**src/rtl/hbridge_pwm_pkg.sv**
```systemverilog
package hbridge_pwm_pkg;

  // Strobes from the counter control to the datapath.
  typedef struct packed {
    logic load;    // capture new period/compare/rotation (counter wraps)
    logic clrPwm;  // next counter value is zero
    logic setPwm;  // next counter value equals the captured compare
  } hbStrobe_t;

  localparam logic [1:0] ROT_LEFT  = 2'd0;
  localparam logic [1:0] ROT_RIGHT = 2'd1;
  localparam logic [1:0] ROT_OFF   = 2'd3;

endpackage

```
**src/rtl/hbridge_pwm_ctrl.sv**
```systemverilog
module hbridge_pwm_ctrl
  import hbridge_pwm_pkg::*;
#(
  parameter int CNT_W = 16
) (
  input  logic             clk,
  input  logic             rst,
  input  logic [CNT_W-1:0] shPeriod,
  input  logic [CNT_W-1:0] shCmp,
  output logic [CNT_W-1:0] cnt,
  output hbStrobe_t        strobe
);

  logic             wrap;
  logic [CNT_W-1:0] cntNext;

  assign wrap    = (cnt >= shPeriod);
  assign cntNext = wrap ? '0 : cnt + CNT_W'(1);

  always_comb begin
    strobe.load   = wrap;
    strobe.clrPwm = (cntNext == '0);
    strobe.setPwm = (cntNext == shCmp);
  end

  always_ff @(posedge clk) begin
    if (rst) cnt <= '0;
    else     cnt <= cntNext;
  end

  // counter never runs past the captured period
  p_cnt_bound_r1: assert property (@(posedge clk) disable iff (rst)
    cnt <= shPeriod)
    else $error("counter beyond period");

  // reaching the period restarts the count at zero
  p_wrap_zero_r1: assert property (@(posedge clk) disable iff (rst)
    (cnt >= shPeriod) |=> (cnt == '0))
    else $error("counter did not restart");

endmodule

```
**src/rtl/hbridge_pwm_dp.sv**
```systemverilog
module hbridge_pwm_dp
  import hbridge_pwm_pkg::*;
#(
  parameter int CNT_W  = 16,
  parameter int Q_FRAC = 15
) (
  input  logic             clk,
  input  logic             rst,
  input  logic [CNT_W-1:0] periodMax,
  input  logic [CNT_W-1:0] periodScale,
  input  logic [CNT_W-1:0] dutyCmd,
  input  logic             activeHigh,
  input  logic [1:0]       rotation,
  input  hbStrobe_t        strobe,
  output logic [CNT_W-1:0] shPeriod,
  output logic [CNT_W-1:0] shCmp,
  output logic             pwmQ,
  output logic [1:0]       gateHigh,
  output logic [1:0]       gateLow
);

  localparam int PROD_W = 2 * CNT_W;
  localparam logic [CNT_W-1:0] Q_ONE = CNT_W'((1 << Q_FRAC) - 1);
  localparam int N_LEG = 2;

  logic [PROD_W-1:0] periodProd;
  logic [PROD_W-1:0] cmpProd;
  logic [CNT_W-1:0]  newPeriod;
  logic [CNT_W-1:0]  dutyOp;
  logic [CNT_W-1:0]  newCmp;
  logic [1:0]        shRot;

  // Fixed-point scaling of period and compare
  assign periodProd = PROD_W'(periodMax) * PROD_W'(periodScale);
  assign newPeriod  = CNT_W'(periodProd >> Q_FRAC);
  assign dutyOp     = activeHigh ? (Q_ONE - dutyCmd) : dutyCmd;
  assign cmpProd    = PROD_W'(newPeriod) * PROD_W'(dutyOp);
  assign newCmp     = CNT_W'(cmpProd >> Q_FRAC);

  // Shadow registers, captured at the carrier restart
  always_ff @(posedge clk) begin
    if (rst) begin
      shPeriod <= '0;
      shCmp    <= '0;
      shRot    <= ROT_OFF;
    end else if (strobe.load) begin
      shPeriod <= newPeriod;
      shCmp    <= newCmp;
      shRot    <= rotation;
    end
  end

  // PWM level: zero event wins over compare event
  always_ff @(posedge clk) begin
    if (rst)                pwmQ <= 1'b0;
    else if (strobe.clrPwm) pwmQ <= 1'b0;
    else if (strobe.setPwm) pwmQ <= 1'b1;
  end

  // Leg steering: leg g switches when the rotation selects it,
  // its low side conducts when the other leg switches.
  for (genvar g = 0; g < N_LEG; g++) begin : g_leg
    localparam logic [1:0] OWN_CODE   = 2'(g);
    localparam logic [1:0] OTHER_CODE = 2'(N_LEG - 1 - g);
    assign gateHigh[g] = pwmQ & (shRot == OWN_CODE);
    assign gateLow[g]  = (shRot == OTHER_CODE);
  end

  // no leg ever has both switches on
  p_no_shoot_r10: assert property (@(posedge clk) disable iff (rst)
    !(gateHigh[0] && gateLow[0]) && !(gateHigh[1] && gateLow[1]))
    else $error("shoot-through on a leg");

  // captured values change only on a load strobe
  p_shadow_hold_r7: assert property (@(posedge clk) disable iff (rst)
    !strobe.load |=> $stable(shPeriod) && $stable(shCmp) && $stable(shRot))
    else $error("shadow changed mid-cycle");

  // off codes leave every gate low
  p_off_low_r6: assert property (@(posedge clk) disable iff (rst)
    shRot[1] |-> (gateHigh == 2'b00) && (gateLow == 2'b00))
    else $error("gate on in off state");

  // one edge of reset leaves all gates low
  p_reset_low_r8: assert property (@(posedge clk)
    $past(rst) |-> (gateHigh == 2'b00) && (gateLow == 2'b00))
    else $error("gate on after reset");

endmodule

```
**src/rtl/hbridge_pwm.sv**
```systemverilog
module hbridge_pwm
  import hbridge_pwm_pkg::*;
#(
  parameter int CNT_W  = 16,
  parameter int Q_FRAC = 15
) (
  input  logic             clk,
  input  logic             rst,
  input  logic [CNT_W-1:0] periodMax,
  input  logic [CNT_W-1:0] periodScale,
  input  logic [CNT_W-1:0] dutyCmd,
  input  logic             activeHigh,
  input  logic [1:0]       rotation,
  output logic             leftHigh,
  output logic             leftLow,
  output logic             rightHigh,
  output logic             rightLow
);

  hbStrobe_t        strobe;
  logic [CNT_W-1:0] cnt;
  logic [CNT_W-1:0] shPeriod;
  logic [CNT_W-1:0] shCmp;
  logic             pwmQ;
  logic [1:0]       gateHigh;
  logic [1:0]       gateLow;

  hbridge_pwm_ctrl #(.CNT_W(CNT_W)) u_ctrl (
    .clk      (clk),
    .rst      (rst),
    .shPeriod (shPeriod),
    .shCmp    (shCmp),
    .cnt      (cnt),
    .strobe   (strobe)
  );

  hbridge_pwm_dp #(.CNT_W(CNT_W), .Q_FRAC(Q_FRAC)) u_dp (
    .clk         (clk),
    .rst         (rst),
    .periodMax   (periodMax),
    .periodScale (periodScale),
    .dutyCmd     (dutyCmd),
    .activeHigh  (activeHigh),
    .rotation    (rotation),
    .strobe      (strobe),
    .shPeriod    (shPeriod),
    .shCmp       (shCmp),
    .pwmQ        (pwmQ),
    .gateHigh    (gateHigh),
    .gateLow     (gateLow)
  );

  assign leftHigh  = gateHigh[0];
  assign leftLow   = gateLow[0];
  assign rightHigh = gateHigh[1];
  assign rightLow  = gateLow[1];

  // count zero always sees the PWM low
  p_zero_low_r3: assert property (@(posedge clk) disable iff (rst)
    (cnt == '0) |-> !pwmQ)
    else $error("pwm high at count zero");

  // reaching a non-zero compare drives the PWM high
  p_cmp_high_r3: assert property (@(posedge clk) disable iff (rst)
    (cnt == shCmp) && (cnt != '0) |-> pwmQ)
    else $error("pwm low at compare");

endmodule

```
**config.mk**
```make
export PLATFORM = sky130hd
export DESIGN_NAME = hbridge_pwm
export DESIGN_NICKNAME = d
export VERILOG_FILES = /design/src/rtl/hbridge_pwm_pkg.sv /design/src/rtl/hbridge_pwm_ctrl.sv /design/src/rtl/hbridge_pwm_dp.sv /design/src/rtl/hbridge_pwm.sv
export SDC_FILE = /design/constraint.sdc
export NUM_CORES = 1
export LEC_CHECK = 0
export ABC_AREA = 1
export BUFFER_PORTS_ARGS = -buffer_cell sky130_fd_sc_hd__buf_2
export CORE_MARGIN = 1.5
export CORE_UTILIZATION = 35
export CTS_BUF_LIST = sky130_fd_sc_hd__clkbuf_4 sky130_fd_sc_hd__clkbuf_8
export DETAILED_ROUTE_END_ITERATION = 10
export PLACE_DENSITY = 0.46
export RECOVER_POWER = 50
export REMOVE_ABC_BUFFERS = 1
export SLEW_MARGIN = 30
export SYNTH_ARGS = -nofsm -noshare
export SYNTH_HDL_FRONTEND = slang
export SYNTH_SLANG_ARGS = --single-unit
```
**constraint.sdc**
```tcl
create_clock -name clk -period 14.42 [get_ports clk]
set_input_delay 2.163 -clock clk [delete_from_list [all_inputs] [get_ports clk]]
set_output_delay 2.163 -clock clk [all_outputs]
set_load 0.02 [all_outputs]
```
==> results of run 1 <==
==> cell usage after synthesis (2+ instances only) <==
master,number
buf_2,9
a21boi_0,2
o21ai_1,3
o21bai_1,4
nor2_1,215
dfxtp_1,51
ha_1,211
nand2_4,2
fa_1,384
o21a_1,7
o211ai_1,10
clkinv_1,4
buf_4,2
xnor2_1,27
clkbuf_1,84
inv_1,712
o221ai_1,3
clkbuf_2,2
inv_2,4
nand2_1,556
a21oi_1,76
a31oi_1,9
or2_2,31
nand4_1,28
xor2_1,19
o21ai_0,53
or2_1,3
nand3_1,97
a21o_1,4
nand2_2,8
nor3_1,17
==> kinds of logic after synthesis <==
kind of cell	count (synthesis)
fa+ha+maj	595
simple gates	963
xor+xnor	49
buf+inv	818
flops	51
compound gates	179
==> metrics by stage <==
stage | hold slack (ps) | instance area [um2] | setup slack (ps)
floorplan | 451.9 | 19510 | 2630
global placement | 487.8 | 20910 | 942.4
detailed placement | 492.8 | 20910 | 848.6
CTS | 519.0 | 21030 | 1180
global route | 565.9 | 21030 | 293.6
finish | 516.4 | 21030 | 953.9
==> routing by layer <==
metal	vias to the layer above	global-route usage	wire [um]
met1	8020	0.2710	25820
met3	85	0.01994	2440
met5	-	0	0
met2	349	0.3764	28510
met4	0	0.05360	1404
li1	7745	-	-
==> final timing paths <==
path | slack (ps) | end | cells after the start
max reg2reg | 11150 | u_dp.pwmQ | 17
max | 950 | u_dp.shCmp[13] | 47
min | 520 | u_dp.shPeriod[11] | 2
min reg2reg | 520 | u_dp.shPeriod[11] | 2
==> worst min-delay path, delay by kind of cell, from the launching register on <==
family                 cells  cell delay (ps)
flip-flops                 1              350
buffers and inverters      1               50
AO/OA/AOI/OAI              1              100
==> state kept, by name, indices dropped and copies added, names as in the netlist <==
register       flops
u_ctrl.cnt        16
u_dp.pwmQ          1
u_dp.shCmp        16
u_dp.shPeriod     16
u_dp.shRot         2
==> final cells by class <==
cell class                 instances  area [um2]
clock buffer                       6       82.58
clock inverter                     2       38.79
fill                            5942       35250
inverter                         720        2703
multi-input combinational       1786       15810
sequential                        51        1021
tap                              756       945.9
timing repair buffer              77       426.7
==> impl_metrics.env, run 1 <==
export IMPL_syn_area_um2=19900
export IMPL_dr_pass1_iters=6
export IMPL_route_vias_total=16199
export IMPL_cts_sinks=51
export IMPL_crit_path_end_kind="register"
export IMPL_postCtsHoldBufs=0
export IMPL_finalCritPeriodShare=0.9338
export IMPL_drc=0
export IMPL_synth_simple_area_share=0.1995
export IMPL_yosysTopAreaCellShare=0.3862
export IMPL_synth_edf_count=0
export IMPL_relSlewSlack=0.2220
export IMPL_fin_cells=3398
export IMPL_critPathMaxFanout=16
export IMPL_wl_um=58170
export IMPL_worstMarginPinSlew_ps=1167
export IMPL_grt_first_pass_wirelength_um=94590
export IMPL_synth_async_reset_ratio=0
export IMPL_rsz0062_at_grt="false"
export IMPL_layout_nets=3289
export IMPL_worstReg2RegStart="u_ctrl.cnt[7]"
export IMPL_dp_cells=3390
export IMPL_setup_viol=0
export IMPL_startpoint_type="primary input"
export IMPL_min_path_type="register to register"
export IMPL_synth_top_family_by_area="adder cells"
export IMPL_crit_buf_inv=10
export IMPL_vias_per_cell=4.767
export IMPL_critical_path_class="primary input to register"
export IMPL_cts_root_buf="clkbuf_8"
export IMPL_critPathTopFamily="adder cells"
export IMPL_clock_skew_ps=8.860
export IMPL_fmax_ghz=0.07426
export IMPL_arrival_ps=13690
export IMPL_grt_total_usage=0.2103
export IMPL_synth_area_leaders="fa_1, inv_1, ha_1"
export IMPL_hp_start="u_dp.shPeriod[11]"
export IMPL_clk_pin_slew_ps=100
export IMPL_drv_slew=0
export IMPL_grt_pass1_vias=17463
export IMPL_cp_common_cell="fa_1"
export IMPL_initial_utilization=0.3537
export IMPL_ios=57
export IMPL_hpwl_um=48430
export IMPL_status="complete, no violations"
export IMPL_layout_min_cycle_time_ps=13470
export IMPL_die_h_um=241.5
export IMPL_portBuffers=56
export IMPL_synthToLayoutAreaGrowth_pct=5.658
export IMPL_yosysSeqAreaShare=0.05130
export IMPL_cts_max_path_buffers=2
export IMPL_synth_compound_area_frac=0.05168
export IMPL_grt_start_max_net_pins=62
export IMPL_critPathSlowestCell="clkbuf_1"
export IMPL_rows=87
export IMPL_cts_tree="yes"
export IMPL_die_area_um2=58310
export IMPL_final_cell_mix="inv_1, nand2_1, fa_1"
export IMPL_synthCells=2655
export IMPL_htreeDepth=2
export IMPL_tns_ps=0
export IMPL_crit_start="periodMax[10]"
export IMPL_antenna_cells=0
export IMPL_synthXorXnorAreaFrac=0.02326
export IMPL_ys_ff_latch=51
export IMPL_synth_distinct_cells=49
export IMPL_maxCapViolations=0
export IMPL_antenna_found_initial=2
export IMPL_cts_setup_buffers=0
export IMPL_drtIter0Drc=1043
export IMPL_clk_latency_ps=320
export IMPL_max_stage_delay_ps=670
export IMPL_synthAdderAreaFrac=0.5189
export IMPL_dieWidth_um=241.5
export IMPL_core_area_um2=56280
export IMPL_fin_util=0.3737
export IMPL_yosys_most_used_dff="dfxtp_1"
export IMPL_yosys_warnings=0
export IMPL_gp_congestion=0.8716
export IMPL_wire_per_inst_um=17.12
export IMPL_overflow=0
export IMPL_worst_ep_required_time_ps=14650
export IMPL_ant_nets=0
export IMPL_layout_drive_gt1_share=0.05148
export IMPL_cts_resized=0
export IMPL_synth_mux_area_fraction=0
export IMPL_numCtsBuffers=5
export IMPL_syn_area_per_cell_um2=7.496
export IMPL_final_common_cell="inv_1"
export IMPL_yosysTopAreaCell="fa_1"
export IMPL_final_hold_viol_count=0
Power of run 1 is left out: the tool's default activity adds up to more than one toggle a clock period on the data nets, which glitch-free logic cannot reach.
==> inputs of run 2 (changes only) <==
- RECOVER_POWER: 50 -> default
- REMOVE_ABC_BUFFERS: 1 -> default
==> impl_metrics.env, run 2 (synthesis gave the netlist of run 1 again) <==
export IMPL_finalCritPeriodShare=0.9090
export IMPL_drv_slew=0
export IMPL_grt_start_max_net_pins=61
export IMPL_numCtsBuffers=5
export IMPL_die_area_um2=58310
export IMPL_fill_cells=6064
export IMPL_multi_input_area_um2=15830
export IMPL_final_hold_viol_count=0
export IMPL_dr_pass1_iters=5
export IMPL_wire_per_inst_um=17.82
export IMPL_cts_sinks=51
export IMPL_hpwl_um=50820
export IMPL_arrival_ps=13340
export IMPL_maxCapViolations=0
export IMPL_clk_pin_slew_ps=100
export IMPL_worstReg2RegStart="u_dp.shPeriod[7]"
export IMPL_r2r_cells=12
export IMPL_layout_nets=3294
export IMPL_htreeDepth=2
export IMPL_critical_path_class="primary input to register"
export IMPL_fmax_ghz=0.07629
export IMPL_grt_pass1_vias=17567
export IMPL_crit_start="periodMax[7]"
export IMPL_ant_nets=0
export IMPL_layout_drive_gt1_share=0.05629
export IMPL_grt_first_pass_wirelength_um=98840
export IMPL_fin_util=0.3748
export IMPL_antenna_found_initial=0
export IMPL_critPathMaxFanout=16
export IMPL_layout_min_cycle_time_ps=13110
export IMPL_dp_cells=3395
export IMPL_min_path_type="register to register"
export IMPL_grt_total_usage=0.2200
export IMPL_rsz0062_at_grt="false"
export IMPL_worst_ep_required_time_ps=14650
export IMPL_initial_utilization=0.3537
export IMPL_core_area_um2=56280
export IMPL_synthToLayoutAreaGrowth_pct=5.966
export IMPL_portBuffers=56
export IMPL_crit_end="u_dp.shCmp[12]"
export IMPL_vias_per_cell=4.817
export IMPL_worstMarginPinSlew_ps=769.1
export IMPL_finalInstanceArea_um2=21090
export IMPL_fin_cells=3403
export IMPL_cts_root_buf="clkbuf_8"
export IMPL_r2r_end="u_dp.shPeriod[12]"
export IMPL_dieWidth_um=241.5
export IMPL_syn_num_nets=3303
export IMPL_final_common_cell="inv_1"
export IMPL_top_regs="u_ctrl.cnt: 16 flops, u_dp.shCmp: 16 flops, u_dp.shPeriod: 16 flops"
export IMPL_reg2reg_slack_ps=11610
export IMPL_clock_skew_ps=9.164
export IMPL_status="complete, no violations"
export IMPL_drtIter0Drc=869
export IMPL_clk_latency_ps=320
export IMPL_critPathSlowestCell="fa_1"
export IMPL_setup_viol=0
export IMPL_relSlewSlack=0.4855
export IMPL_postCtsHoldBufs=0
export IMPL_dpl_cell_area_um2=20950
export IMPL_drc=0
export IMPL_rows=87
export IMPL_wl_um=60660
export IMPL_ios=57
export IMPL_gp_congestion=0.8909
export IMPL_tns_ps=0
export IMPL_max_stage_delay_ps=560
export IMPL_cts_tree="yes"
export IMPL_cts_resized=0
export IMPL_startpoint_type="primary input"
export IMPL_route_vias_total=16391
export IMPL_final_cell_mix="inv_1, nand2_1, fa_1"
export IMPL_overflow=0
export IMPL_seqCellArea_um2=1021
export IMPL_die_h_um=241.5
export IMPL_cts_setup_buffers=0
export IMPL_crit_path_end_kind="register"
export IMPL_antenna_cells=0
export IMPL_cts_max_path_buffers=2
[run 2: changes by cell type in the layout (fill, tap and decap cells not counted), sizes merged]
cell,previous run,this run
buf,70,82
clkinvlp,0,1
clkbuf,13,5
[run 2: stage by stage]
stage,hold WS [ps],setup WS [ps]
4_1_cts,514.9,1415
6_report,507.1,1312
2_1_floorplan,451.9,2261
3_5_place_dp,498.4,1113
3_3_place_gp,487.4,1108
5_1_grt,538.0,624.9
[run 2: layout make-up]
type | instances | area share
tap | 756 | 0.04485
timing repair buffer | 82 | 0.02254
clock inverter | 3 | 0.002195
clock buffer | 5 | 0.003263
multi-input combinational | 1786 | 0.7506
sequential | 51 | 0.04841
inverter | 720 | 0.1281
[run 2: how the worst min path moves through the flow]
| stage | slack, ps | to | start | depth (start not counted) |
|---|---|---|---|---|
| floorplan | 450 | u_dp.pwmQ | u_dp.pwmQ | 2 |
| global placement | 490 | u_dp.pwmQ | u_dp.pwmQ | 2 |
| detailed placement | 500 | u_dp.pwmQ | u_dp.pwmQ | 2 |
| CTS | 510 | u_dp.pwmQ | u_dp.pwmQ | 2 |
| global route | 540 | u_dp.pwmQ | u_dp.pwmQ | 2 |
| finish | 510 | u_dp.pwmQ | u_dp.pwmQ | 2 |
[run 2: per-layer routing]
layer,vias up,part of all wire,GRT usage
met5,-,0,0
li1,7755,-,-
met4,0,0.015,0.03485
met2,358,0.49,0.3889
met1,8223,0.45,0.2995
met3,55,0.038,0.01470
[run 2: worst max-delay path, delay by kind of cell]
kind            cells  cell delay [ps]
fa+ha+maj          14             6480
simple gates       16             2300
buf+inv            14             1460
compound gates      5              910
Power of run 2 is left out for the same reason.
==> inputs of run 3 (changes only) <==
- CORE_ASPECT_RATIO: default -> 0.9
==> impl_metrics.env, run 3 (synthesis gave the netlist of run 1 again) <==
export IMPL_finalCritPeriodShare=0.9118
export IMPL_cts_max_path_buffers=2
export IMPL_critPathMaxFanout=16
export IMPL_top_regs="u_ctrl.cnt: 16 flops, u_dp.shCmp: 16 flops, u_dp.shPeriod: 16 flops"
export IMPL_dr_pass1_iters=5
export IMPL_rows=82
export IMPL_startpoint_type="primary input"
export IMPL_cts_resized=0
export IMPL_ant_nets=0
export IMPL_drv_slew=0
export IMPL_arrival_ps=13370
export IMPL_grt_first_pass_wirelength_um=95750
export IMPL_die_area_um2=58310
export IMPL_final_common_cell="inv_1"
export IMPL_syn_num_nets=3303
export IMPL_crit_path_end_kind="register"
export IMPL_grt_pass1_vias=17587
export IMPL_worst_ep_required_time_ps=14640
export IMPL_tns_ps=0
export IMPL_layout_drive_gt1_share=0.05558
export IMPL_synthToLayoutAreaGrowth_pct=5.727
export IMPL_clk_pin_slew_ps=110
export IMPL_cts_tree="yes"
export IMPL_final_hold_viol_count=0
export IMPL_wl_um=57690
export IMPL_htreeDepth=2
export IMPL_portBuffers=56
export IMPL_cts_root_buf="clkbuf_8"
export IMPL_maxCapViolations=0
export IMPL_cts_setup_buffers=0
export IMPL_min_path_type="register to register"
export IMPL_postCtsHoldBufs=0
export IMPL_dieWidth_um=254.4
export IMPL_cts_sinks=51
export IMPL_drtIter0Drc=936
export IMPL_setup_viol=0
export IMPL_vias_per_cell=4.807
export IMPL_grt_total_usage=0.2101
export IMPL_final_cell_mix="inv_1, nand2_1, fa_1"
export IMPL_initial_utilization=0.3559
export IMPL_max_stage_delay_ps=550
export IMPL_grt_start_max_net_pins=62
export IMPL_gp_congestion=0.8914
export IMPL_status="complete, no violations"
export IMPL_clk_latency_ps=320
export IMPL_fmax_ghz=0.07606
export IMPL_clock_skew_ps=9.601
export IMPL_reg2reg_slack_ps=10850
export IMPL_drc=0
export IMPL_wire_per_inst_um=16.96
export IMPL_numCtsBuffers=5
export IMPL_relSlewSlack=0.4543
export IMPL_rsz0062_at_grt="false"
export IMPL_antenna_cells=0
export IMPL_layout_min_cycle_time_ps=13150
export IMPL_hpwl_um=48500
export IMPL_overflow=0
export IMPL_antenna_found_initial=0
export IMPL_layout_nets=3292
export IMPL_ios=57
export IMPL_die_h_um=229.2
export IMPL_route_vias_total=16349
export IMPL_worstMarginPinSlew_ps=815.8
export IMPL_critical_path_class="primary input to register"
export IMPL_cp_common_cell="fa_1"
export IMPL_core_area_um2=55920
export IMPL_critPathSlowestCell="fa_1"
## run 3: cell count changes in the layout (fill, tap and decap cells not counted)
cell and delta:
buf_4 -2, clkinv_2 +1, clkinv_4 +1, clkinvlp_4 -1, inv_1 -1, inv_2 +1, inv_6 -1, xnor2_1 +1
xnor2_2 +1, xnor2_4 -2
## run 3: critical path: cells and delay by family
family | cells | cell delay (ps)
adders and majority gates | 14 | 6550
and+or+nand+nor | 13 | 1820
AOI/OAI and AO/OA | 10 | 1610
buffers and inverters | 12 | 1190
## run 3: layer usage
metal,vias to the layer above,share of wire,track usage
met2,384,0.44,0.3343
met4,0,0.014,0.03032
met3,45,0.058,0.03080
li1,7747,-,-
met1,8173,0.49,0.3067
met5,-,0,0
## run 3: metrics by stage
stage / setup slack, ps / util / instances / instance area (um2) / hold slack [ps]
after floorplan: 2261 / - / 2655 / 19900 / 451.9
after global placement: 1076 / 0.3742 / 3393 / 20920 / 485.4
after detailed placement: 932.7 / 0.3742 / 3393 / 20920 / 486.2
after CTS: 1284 / 0.3762 / 3401 / 21040 / 519.4
after global routing: 456.0 / 0.3763 / 3401 / 21040 / 562.9
final: 1272 / 0.3763 / 3401 / 21040 / 513.4
## run 3: layout make-up
cell class	count	area [um2]
Multi-Input combinational cell	1786	15800
Tap cell	756	945.9
Fill cell	5925	34870
Inverter	720	2703
Sequential cell	51	1021
Clock inverter	3	43.79
Clock buffer	5	68.82
Timing Repair Buffer	80	460.4
## run 3: path summary, 6_finish.rpt
kind,start,to,cells past startpoint
setup / recovery,periodMax[7],u_dp.shCmp[13],49
hold reg to reg,u_dp.shPeriod[10],u_dp.shPeriod[10],2
hold / removal,u_dp.shPeriod[10],u_dp.shPeriod[10],2
setup reg to reg,u_dp.shPeriod[11],u_dp.pwmQ,18
Power of run 3 is left out for the same reason.
